`src/rtl/strap_pkg.sv`:
```
package strap_pkg;
  localparam int FS_W  = 3;
  localparam int MHZ_W = 9;

  typedef logic [FS_W-1:0]  fs_code_t;
  typedef logic [MHZ_W-1:0] mhz_t;

  typedef enum logic {
    TST_TRISTATE = 1'b0,
    TST_REFDIV   = 1'b1
  } test_out_e;

  localparam fs_code_t FS_RESERVED = 3'b111;
  localparam int       FSB_BIT     = 1;
endpackage

```
`src/rtl/strap_sync.sv`:
```
module strap_sync #(
  parameter int W      = 1,
  parameter int STAGES = 2
) (
  input  logic         clk_i,
  input  logic         rst_ni,
  input  logic [W-1:0] d_i,
  output logic [W-1:0] q_o
);
  logic [W-1:0] stg_q [STAGES];

  for (genvar s = 0; s < STAGES; s++) begin : g_stage
    always_ff @(posedge clk_i or negedge rst_ni) begin
      if (!rst_ni) stg_q[s] <= '0;
      else if (s == 0) stg_q[s] <= d_i;
      else stg_q[s] <= stg_q[(s > 0) ? s-1 : 0];
    end
  end

  assign q_o = stg_q[STAGES-1];
endmodule

```
`src/rtl/pgood_qualifier.sv`:
```
module pgood_qualifier #(
  parameter int QUAL = 2
) (
  input  logic clk_i,
  input  logic rst_ni,
  input  logic pg_s_i,
  output logic qual_o
);
  localparam int CW = (QUAL > 1) ? $clog2(QUAL) : 1;
  localparam logic [CW-1:0] LAST = CW'(QUAL - 1);

  logic [CW-1:0] hi_cnt_q;

  // counts consecutive high samples already seen, saturating at QUAL-1
  always_ff @(posedge clk_i or negedge rst_ni) begin
    if (!rst_ni)          hi_cnt_q <= '0;
    else if (!pg_s_i)     hi_cnt_q <= '0;
    else if (hi_cnt_q != LAST) hi_cnt_q <= hi_cnt_q + 1'b1;
  end

  assign qual_o = pg_s_i && (hi_cnt_q == LAST);
endmodule

```
`src/rtl/strap_capture.sv`:
```
module strap_capture
  import strap_pkg::*;
#(
  parameter fs_code_t DEF_CODE = 3'b101
) (
  input  logic     clk_i,
  input  logic     rst_ni,
  input  fs_code_t fs_s_i,
  input  logic     tsel_s_i,
  input  logic     pg_s_i,
  input  logic     qual_i,
  output fs_code_t code_o,
  output logic     captured_o,
  output logic     test_mode_o,
  output logic     test_ref_o,
  output logic     pwr_down_o
);
  fs_code_t code_q;
  logic     cap_q, tmode_q;

  always_ff @(posedge clk_i or negedge rst_ni) begin
    if (!rst_ni) begin
      code_q  <= DEF_CODE;
      cap_q   <= 1'b0;
      tmode_q <= 1'b0;
    end else if (!cap_q) begin
      if (qual_i) begin
        cap_q   <= 1'b1;
        code_q  <= fs_s_i;
        tmode_q <= tsel_s_i;
      end
    end else if (tmode_q) begin
      code_q <= fs_s_i;   // live straps in test mode
    end
  end

  test_out_e tout;
  assign tout = (tmode_q && code_q[FSB_BIT]) ? TST_REFDIV : TST_TRISTATE;

  assign code_o      = code_q;
  assign captured_o  = cap_q;
  assign test_mode_o = tmode_q;
  assign test_ref_o  = (tout == TST_REFDIV);
  assign pwr_down_o  = cap_q && !pg_s_i;
endmodule

```
`src/rtl/freq_decoder.sv`:
```
module freq_decoder
  import strap_pkg::*;
(
  input  fs_code_t code_i,
  output mhz_t     mhz_o,
  output logic     reserved_o
);
  always_comb begin
    reserved_o = 1'b0;
    unique case (code_i)
      3'b000:  mhz_o = 9'd266;
      3'b001:  mhz_o = 9'd133;
      3'b010:  mhz_o = 9'd200;
      3'b011:  mhz_o = 9'd166;
      3'b100:  mhz_o = 9'd333;
      3'b101:  mhz_o = 9'd100;
      3'b110:  mhz_o = 9'd400;
      default: begin
        mhz_o      = '0;
        reserved_o = (code_i == FS_RESERVED);
      end
    endcase
  end
endmodule

```
`src/rtl/strap_latch_ctrl.sv`:
```
module strap_latch_ctrl
  import strap_pkg::*;
#(
  parameter int       SYNC_STAGES = 2,
  parameter int       QUAL        = 2,
  parameter fs_code_t DEF_CODE    = 3'b101
) (
  input  logic       clk_i,
  input  logic       rst_ni,
  input  logic [2:0] fs_i,
  input  logic       test_sel_i,
  input  logic       pwrgd_pd_i,
  output logic [2:0] freq_code_o,
  output logic [8:0] cpu_mhz_o,
  output logic       reserved_o,
  output logic       test_mode_o,
  output logic       test_ref_o,
  output logic       pwr_down_o
);
  localparam int PIN_W = FS_W + 2;

  logic [PIN_W-1:0] pins_s;
  fs_code_t         fs_s, code;
  logic             tsel_s, pg_s, qual, captured;

  strap_sync #(.W(PIN_W), .STAGES(SYNC_STAGES)) u_sync (
    .clk_i  (clk_i),
    .rst_ni (rst_ni),
    .d_i    ({pwrgd_pd_i, test_sel_i, fs_i}),
    .q_o    (pins_s)
  );

  assign fs_s   = pins_s[FS_W-1:0];
  assign tsel_s = pins_s[FS_W];
  assign pg_s   = pins_s[FS_W+1];

  pgood_qualifier #(.QUAL(QUAL)) u_qual (
    .clk_i  (clk_i),
    .rst_ni (rst_ni),
    .pg_s_i (pg_s),
    .qual_o (qual)
  );

  strap_capture #(.DEF_CODE(DEF_CODE)) u_cap (
    .clk_i       (clk_i),
    .rst_ni      (rst_ni),
    .fs_s_i      (fs_s),
    .tsel_s_i    (tsel_s),
    .pg_s_i      (pg_s),
    .qual_i      (qual),
    .code_o      (code),
    .captured_o  (captured),
    .test_mode_o (test_mode_o),
    .test_ref_o  (test_ref_o),
    .pwr_down_o  (pwr_down_o)
  );

  freq_decoder u_dec (
    .code_i     (code),
    .mhz_o      (cpu_mhz_o),
    .reserved_o (reserved_o)
  );

  assign freq_code_o = code;
endmodule

```
`config.mk`:
```
export PLATFORM = sky130hd
export DESIGN_NAME = strap_latch_ctrl
export DESIGN_NICKNAME = d
export VERILOG_FILES = /design/src/rtl/strap_pkg.sv /design/src/rtl/strap_sync.sv /design/src/rtl/pgood_qualifier.sv /design/src/rtl/strap_capture.sv /design/src/rtl/freq_decoder.sv /design/src/rtl/strap_latch_ctrl.sv
export SDC_FILE = /design/constraint.sdc
export NUM_CORES = 1
export LEC_CHECK = 0
export ABC_AREA = 1
export ABC_CLOCK_PERIOD_IN_PS = 1400
export BUFFER_PORTS_ARGS = -buffer_cell sky130_fd_sc_hd__buf_2
export CORE_MARGIN = 1.5
export CORE_UTILIZATION = 44
export DETAILED_ROUTE_END_ITERATION = 8
export PLACE_DENSITY = 0.73
export SLEW_MARGIN = 20
export SYNTH_ARGS = -nofsm -noshare
export SYNTH_HDL_FRONTEND = slang
export SYNTH_SLANG_ARGS = --single-unit
```
`constraint.sdc`:
```
create_clock -name clk_i -period 1.4 [get_ports clk_i]
set_input_delay 0.21 -clock clk_i [delete_from_list [all_inputs] [get_ports clk_i]]
set_output_delay 0.21 -clock clk_i [all_outputs]
set_load 0.1 [all_outputs]
```
==> results.py, run 1 <==
metrics = {
    "logic_synthesis": {
        "yosysMostFrequentCell": "nand2_1",
        "syn_nets": 67,
        "synth_edf_count": 0,
        "synth_top_area_share_pct": 58.95,
        "yosys_warnings": 0,
        "yosysTopAreaCell": "dfrtp_1",
        "ys_seq_area_share_pct": 67.79,
        "ys_ff_latch": 16,
        "yosys_most_used_dff": "dfrtp_1",
        "synthTopCellsByCount": "nand2_1, dfrtp_1, nand3_1",
        "ys_async_sr_fraction_pct": 100.0,
        "synth.area.top_cells": "dfrtp_1, nand2_1, dfstp_2",
        "avgSynthCellArea_um2": 9.905,
        "syn_inst": 60,
        "ys_types": 11,
        "syn-cell-area_um2": 594.3,
    },
    "floorplanning": {
        "rows": 13,
        "ios": 23,
        "die-width_um": 39.75,
        "start_util_pct": 46.25,
        "die_h_um": 39.75,
    },
    "clocking": {
        "clk_path_buf_depth": 2,
        "cts.sinks": 16,
        "cts-root-buf": "clkbuf_4",
        "cts_buffers": 3,
        "htreeDepth": 1,
    },
    "global_routing": {
        "grt_max_degree": 17,
    },
    "placement": {
        "routabilityCongestion": 0.7752,
        "dp_hpwl_um": 1128,
        "pre_cts_slack_ns": -0.01097,
        "port_buffers": 22,
    },
    "sta": {
        "worst-ep-kind": "primary output",
        "grt-worst-endpoint": "cpu_mhz_o[6]",
    },
    "status": {
        "outcome": "stopped before the end",
        "failed_stage": "global routing (5_1_grt)",
        "error": "[ERROR DPL-0038] Utilization greater than 100%, impossible to legalize",
    },
}
repair_timing:
item	in CTS
resized for setup	6
setup buffers	2
pin swaps	2
hold buffers	1
endpoints found under the setup margin	14
endpoints found under the hold margin	14
logic make-up after synthesis:
logic type	Yosys count	share of synthesized area, %
simple gates	30	20.84
flops	16	67.79
buf+inv	8	6.315
compound gates	6	5.051
metrics by stage:
step | instance area [um2] | instances
after global placement | 1145 | 104
after CTS | 1234 | 111
after floorplan | 745.7 | 60
after detailed placement | 1145 | 104
==> run 2, diff against run 1 <==
--- a/config.mk
+++ b/config.mk
@@ -8,10 +8,10 @@
 export ABC_AREA = 1
 export ABC_CLOCK_PERIOD_IN_PS = 1400
 export BUFFER_PORTS_ARGS = -buffer_cell sky130_fd_sc_hd__buf_2
-export CORE_MARGIN = 1.5
-export CORE_UTILIZATION = 44
+export CORE_AREA = 2 2 63 65
 export DETAILED_ROUTE_END_ITERATION = 8
-export PLACE_DENSITY = 0.73
+export DIE_AREA = 0 0 65 67
+export PLACE_DENSITY_LB_ADDON = 0.15
 export SLEW_MARGIN = 20
 export SYNTH_ARGS = -nofsm -noshare
 export SYNTH_HDL_FRONTEND = slang
==> run 2 against run 1 <==
  * The flow now finishes, with violations (negative setup slack)
  * Synthesized area did not move
  * Synthesized cell count did not move
==> results.py, run 2 <==
metrics = {
    "floorplanning": {
        "start_util_pct": 16.48,
        "rows": 22,
        "die-width_um": 65,
        "die_area_um2": 4355,
        "core_area_um2": 3606,
        "die_h_um": 67,
        "ios": 23,
    },
    "route": {
        "dr.pass1.iters": 2,
        "viasPerCell": 3.653,
        "route.vias.total": 548,
        "wl_per_cell_um": 9.067,
        "drt-initial-drc-count": 1,
        "remaining_drc_errors": 0,
        "ant_nets": 0,
        "finalWirelength_um": 1360,
    },
    "logic_synthesis": {
        "synth_top_area_share_pct": 58.95,
        "yosysTopAreaCell": "dfrtp_1",
        "avgSynthCellArea_um2": 9.905,
        "ys_async_sr_fraction_pct": 100.0,
        "yosys_most_used_dff": "dfrtp_1",
        "syn_nets": 67,
        "synth_edf_count": 0,
        "ys_seq_area_share_pct": 67.79,
        "yosysMostFrequentCell": "nand2_1",
        "ys_types": 11,
        "synth.area.top_cells": "dfrtp_1, nand2_1, dfstp_2",
        "syn_inst": 60,
        "syn-cell-area_um2": 594.3,
        "yosys_warnings": 0,
        "synthTopCellsByCount": "nand2_1, dfrtp_1, nand3_1",
        "ys_ff_latch": 16,
    },
    "placement": {
        "dp_hpwl_um": 1066,
        "place_area_um2": 1209,
        "routabilityCongestion": 0.7444,
        "port_buffers": 22,
    },
    "sta": {
        "setup_viol": 14,
        "drv_slew": 0,
        "hold_ws_ns": 0.06596,
        "fmax_mhz": 595.3,
        "layout_setup_ws_ns": -0.2798,
        "relSlewSlack_pct": 68.03,
        "hold_viol_final": 0,
        "rsz0062_at_grt": "yes",
        "finalCriticalPeriod_ns": 1.680,
        "final.period_utilization_pct": 120.0,
        "finClkSkew_ns": 0.0006709,
        "worstMarginPinSlew_ns": 0.4829,
    },
    "worst_setup_path": {
        "cp_slowest_cell": "dfstp_4",
        "critPathBufInv": 2,
        "cp.arrival_ns": 1.47,
        "path_cells": "inv_8 -> or2_4 -> o21ai_4 -> buf_12",
        "r2r_slack_ns": 0.34,
        "required_ns": 1.19,
        "worstSetupEndpointType": "output port",
        "slowest_delay_ns": 0.66,
        "critPathLaunchType": "flip-flop",
        "crit_fanout": 6,
        "timing_worst_setup_path_type": "reg -> out",
        "critPathTopFamily": "flip-flops",
    },
    "clocking": {
        "clk-insertion-delay-late_ns": 0.24,
        "cts_buffers": 3,
        "cts.sinks": 16,
        "tritoncts": "done",
        "path_clk_slew_ns": 0.06,
        "cts-root-buf": "clkbuf_8",
        "clk_path_buf_depth": 2,
        "htreeDepth": 1,
    },
    "job": {
        "max-cap-violations": 0,
    },
    "layout": {
        "fin_nets": 110,
        "diodes": 0,
        "multi_input_area_um2": 301.5,
        "final_cell_mix": "buf_12, dfrtp_1, buf_4",
        "regArea_um2": 415.4,
        "layout_commonest_cell": "buf_12",
        "stdcell_area_um2": 1356,
        "drive_gt1_share_pct": 66.67,
        "area_delta_synth_final_pct": 128.2,
        "utilization_pct": 37.61,
        "fillerInstances": 364,
    },
    "global_routing": {
        "grt_max_degree": 17,
        "grt.overflow.total": 0,
        "grt_pass1_wl_um": 2346,
        "grt_use_total_pct": 7.300,
        "grt_antenna_before_repair": 0,
        "grt_pass1_vias": 527,
    },
    "min_path": {
        "hold_class": "in -> reg",
    },
    "status": {
        "violations": "negative setup slack",
        "outcome": "finished, violations left",
    },
}
## run 2: cell counts after synthesis
No cell type changed its count.
## run 2: metrics by stage
stage / setup TNS [ns] / std cells / worst slack (ns)
5_1_grt: -2.987 / 150 / -0.3087
3_3_place_gp: 0 / 140 / 0.0001222
4_1_cts: -2.518 / 149 / -0.2813
3_5_place_dp: -0.007012 / 140 / -0.007012
6_report: -2.347 / 150 / -0.2798
2_1_floorplan: -2.942 / 60 / -0.3915
## run 2: worst paths after layout
kind                                        end  cells after the start            start
worst max-delay path               cpu_mhz_o[6]                      4  u_cap.code_o[2]
worst min-delay path            u_sync.stg_q[6]                      1          fs_i[1]
worst max register to register  u_cap.code_o[0]                      3  u_cap.code_o[0]
worst min register to register    u_sync.q_o[1]                      0  u_sync.stg_q[6]
max in group asynchronous       u_cap.code_o[0]                      2           rst_ni
min in group asynchronous       u_sync.stg_q[9]                      2           rst_ni
## run 2: worst register-to-register path, stage by stage (launching register included)
cell and delay, ns:
dfstp_4 0.68, buf_4 0.17, nand3_1 0.08, nand2_1 0.07
## run 2: cells by family after synthesis
| group | after synthesis | share of synthesized area, % |
|---|---|---|
| buffers and inverters | 8 | 6.315 |
| AND/OR/NAND/NOR | 30 | 20.84 |
| AO/OA/AOI/OAI | 6 | 5.051 |
| flip-flops | 16 | 67.79 |
## run 2: cell type report
| class | count | share of cell area, % |
|---|---|---|
| clock buffer | 4 | 4.059 |
| timing repair buffer | 39 | 35.70 |
| tap | 48 | 4.428 |
| multi-input combinational | 36 | 22.23 |
| inverter | 7 | 2.952 |
| sequential | 16 | 30.63 |
## run 2: repair_timing
item,CTS,global route
buffers inserted,4,1
hold endpoints to repair,14,0
pin swaps,0,3
endpoints found under the setup margin,13,14
hold buffers,1,0
gates resized for setup,6,5
## run 2: per-layer routing
| metal | global-route usage (%) | vias to the layer above | part of all wire, % |
|---|---|---|---|
| met3 | 1.858 | 4 | 6.3 |
| met5 | 0 | - | 0 |
| li1 | - | 273 | - |
| met4 | 4.787 | 0 | 2.7 |
| met2 | 12.89 | 19 | 52 |
| met1 | 7.668 | 252 | 39 |
Power of run 2 is left out: the tool's default activity adds up to more than one toggle a clock period on the data nets, which glitch-free logic cannot reach.
==> run 3, diff against run 2 <==
--- a/config.mk
+++ b/config.mk
@@ -6,7 +6,7 @@
 export NUM_CORES = 1
 export LEC_CHECK = 0
 export ABC_AREA = 1
-export ABC_CLOCK_PERIOD_IN_PS = 1400
+export ABC_CLOCK_PERIOD_IN_PS = 2100
 export BUFFER_PORTS_ARGS = -buffer_cell sky130_fd_sc_hd__buf_2
 export CORE_AREA = 2 2 63 65
 export DETAILED_ROUTE_END_ITERATION = 8
==> constraint.sdc (replaced) <==
create_clock -name clk_i -period 2.1 [get_ports clk_i]
set_input_delay 0.315 -clock clk_i [delete_from_list [all_inputs] [get_ports clk_i]]
set_output_delay 0.315 -clock clk_i [all_outputs]
set_load 0.1 [all_outputs]
==> run 3 against run 2 <==
  * The flow now finishes without violations
  * Setup slack better by 0.45 ns
  * Die area did not move
  * Core utilization down 12 points
  * Count of clock-buffer cells in the layout is the same
  * Clock skew up 0.0019 ns
  * First-iteration DRC count increased to 11 times the previous value
  * Register-to-register slack better by 0.84 ns
==> results.py, run 3 (synthesis results as in run 2) <==
metrics = {
    "clocking": {
        "cts-root-buf": "clkbuf_8",
        "path_clk_slew_ns": 0.06,
        "cts.sinks": 16,
        "clk_path_buf_depth": 2,
        "postCtsResizedCells": 0,
        "postCtsSetupBuffers": 0,
        "htreeDepth": 1,
        "clk-insertion-delay-late_ns": 0.24,
        "cts_buffers": 3,
        "tritoncts": "done",
        "cts_hold_buf": 1,
    },
    "layout": {
        "area_delta_synth_final_pct": 56.42,
        "diodes": 0,
        "drive_gt1_share_pct": 45.35,
        "fin_nets": 94,
        "layout_commonest_cell": "buf_2",
        "final_cell_mix": "buf_2, nand2_1, dfrtp_1",
    },
    "floorplanning": {
        "die-width_um": 65,
        "die_h_um": 67,
        "ios": 23,
        "core_area_um2": 3606,
        "die_area_um2": 4355,
        "start_util_pct": 16.48,
        "rows": 22,
    },
    "worst_setup_path": {
        "timing_worst_setup_path_type": "reg -> out",
        "cp.arrival_ns": 1.62,
        "critPathBufInv": 2,
        "slowest_delay_ns": 0.65,
        "worstSetupEndpointType": "output port",
        "crit_fanout": 7,
        "cp_slowest_cell": "dfstp_4",
        "critPathTopFamily": "flip-flops",
        "cp_common_cell": "nand2_1",
        "path_depth": 5,
        "path_cells": "inv_1 -> nand2_1 -> nand2_1 -> nor2_4 -> buf_12",
        "required_ns": 1.78,
        "reg2reg_depth": 4,
        "critPathLaunchType": "flip-flop",
    },
    "route": {
        "route.vias.total": 462,
        "drt-initial-drc-count": 11,
        "ant_nets": 0,
        "viasPerCell": 3.448,
        "finalWirelength_um": 1073,
        "wl_per_cell_um": 8.007,
        "remaining_drc_errors": 0,
        "dr.pass1.iters": 2,
    },
    "sta": {
        "rsz0062_at_grt": "no",
        "hold_ws_ns": 0.1759,
        "hold_viol_final": 0,
        "finalCriticalPeriod_ns": 1.931,
        "drv_slew": 0,
        "fmax_mhz": 517.9,
        "relSlewSlack_pct": 67.64,
        "worstMarginPinSlew_ns": 0.4888,
        "setup_viol": 0,
        "final.period_utilization_pct": 91.94,
        "finClkSkew_ns": 0.002568,
    },
    "global_routing": {
        "grt_pass1_vias": 447,
        "grt_max_degree": 17,
        "grt_use_total_pct": 5.422,
        "grt_antenna_before_repair": 0,
        "grt.overflow.total": 0,
        "grt_pass1_wl_um": 1849,
    },
    "placement": {
        "dp_hpwl_um": 869.3,
        "port_buffers": 22,
        "routabilityCongestion": 0.6604,
    },
    "min_path": {
        "hold_depth": 1,
        "hold_class": "in -> reg",
    },
    "status": {
        "outcome": "completed",
    },
    "job": {
        "max-cap-violations": 0,
    },
}
run 3: changes by cell type in the layout (fill, tap and decap cells not counted), moves of 2 or more:
cell and delta:
a21oi_2 +3, a21oi_4 -3, buf_12 -11, buf_2 +11, buf_4 -11, buf_6 -5, inv_1 +2, nand2_1 +7
nand2_4 -4, nand2_8 -2, nor2_1 +2, nor2_4 -2
run 3: worst register-to-register path: stages (launching register included):
cell and delay, ns:
dfrtp_1 0.39, inv_1 0.09, nand3_1 0.16, nand2_1 0.09
o21ai_0 0.07
run 3: final cells by class:
type	count	area (um2)
Fill cell	395	2676
Sequential cell	16	411.6
Multi-Input combinational cell	36	196.4
Timing Repair Buffer	23	180.2
Tap cell	48	60.06
Clock buffer	4	55.05
Inverter	7	26.28
run 3: through the flow:
| step | cell area (um2) | setup slack [ns] | TNS [ns] | cells | util (%) |
|---|---|---|---|---|---|
| 4_1_cts | 929.6 | 0.1543 | 0 | 134 | 25.78 |
| 3_5_place_dp | 864.6 | 0.4258 | 0 | 129 | 23.98 |
| 2_1_floorplan | 645.6 | -0.1016 | -0.1925 | 60 | - |
| 3_3_place_gp | 864.6 | 0.4479 | 0 | 129 | 23.98 |
| 6_report | 929.6 | 0.1692 | 0 | 134 | 25.78 |
| 5_1_grt | 929.6 | 0.09748 | 0 | 134 | 25.78 |
run 3: routing by layer:
metal,track usage (%),wire (um),up-vias
met5,0,0,-
met4,0.7979,0,0
met1,5.882,461,206
li1,-,-,238
met3,3.041,94,0
met2,9.407,516,18
run 3: path summary, 6_finish.rpt:
kind	from	endpoint	slack [ns]
worst max-delay path	u_cap.code_o[0]	cpu_mhz_o[1]	0.17
worst min-delay path	fs_i[0]	u_sync.stg_q[5]	0.18
worst max register to register	u_cap.captured_o	u_cap.test_mode_o	1.18
worst min register to register	u_sync.stg_q[8]	u_sync.q_o[3]	0.35
max in group asynchronous	rst_ni	u_cap.code_o[0]	1.30
min in group asynchronous	rst_ni	u_qual.hi_cnt_q	0.51
Power of run 3 is left out for the same reason.
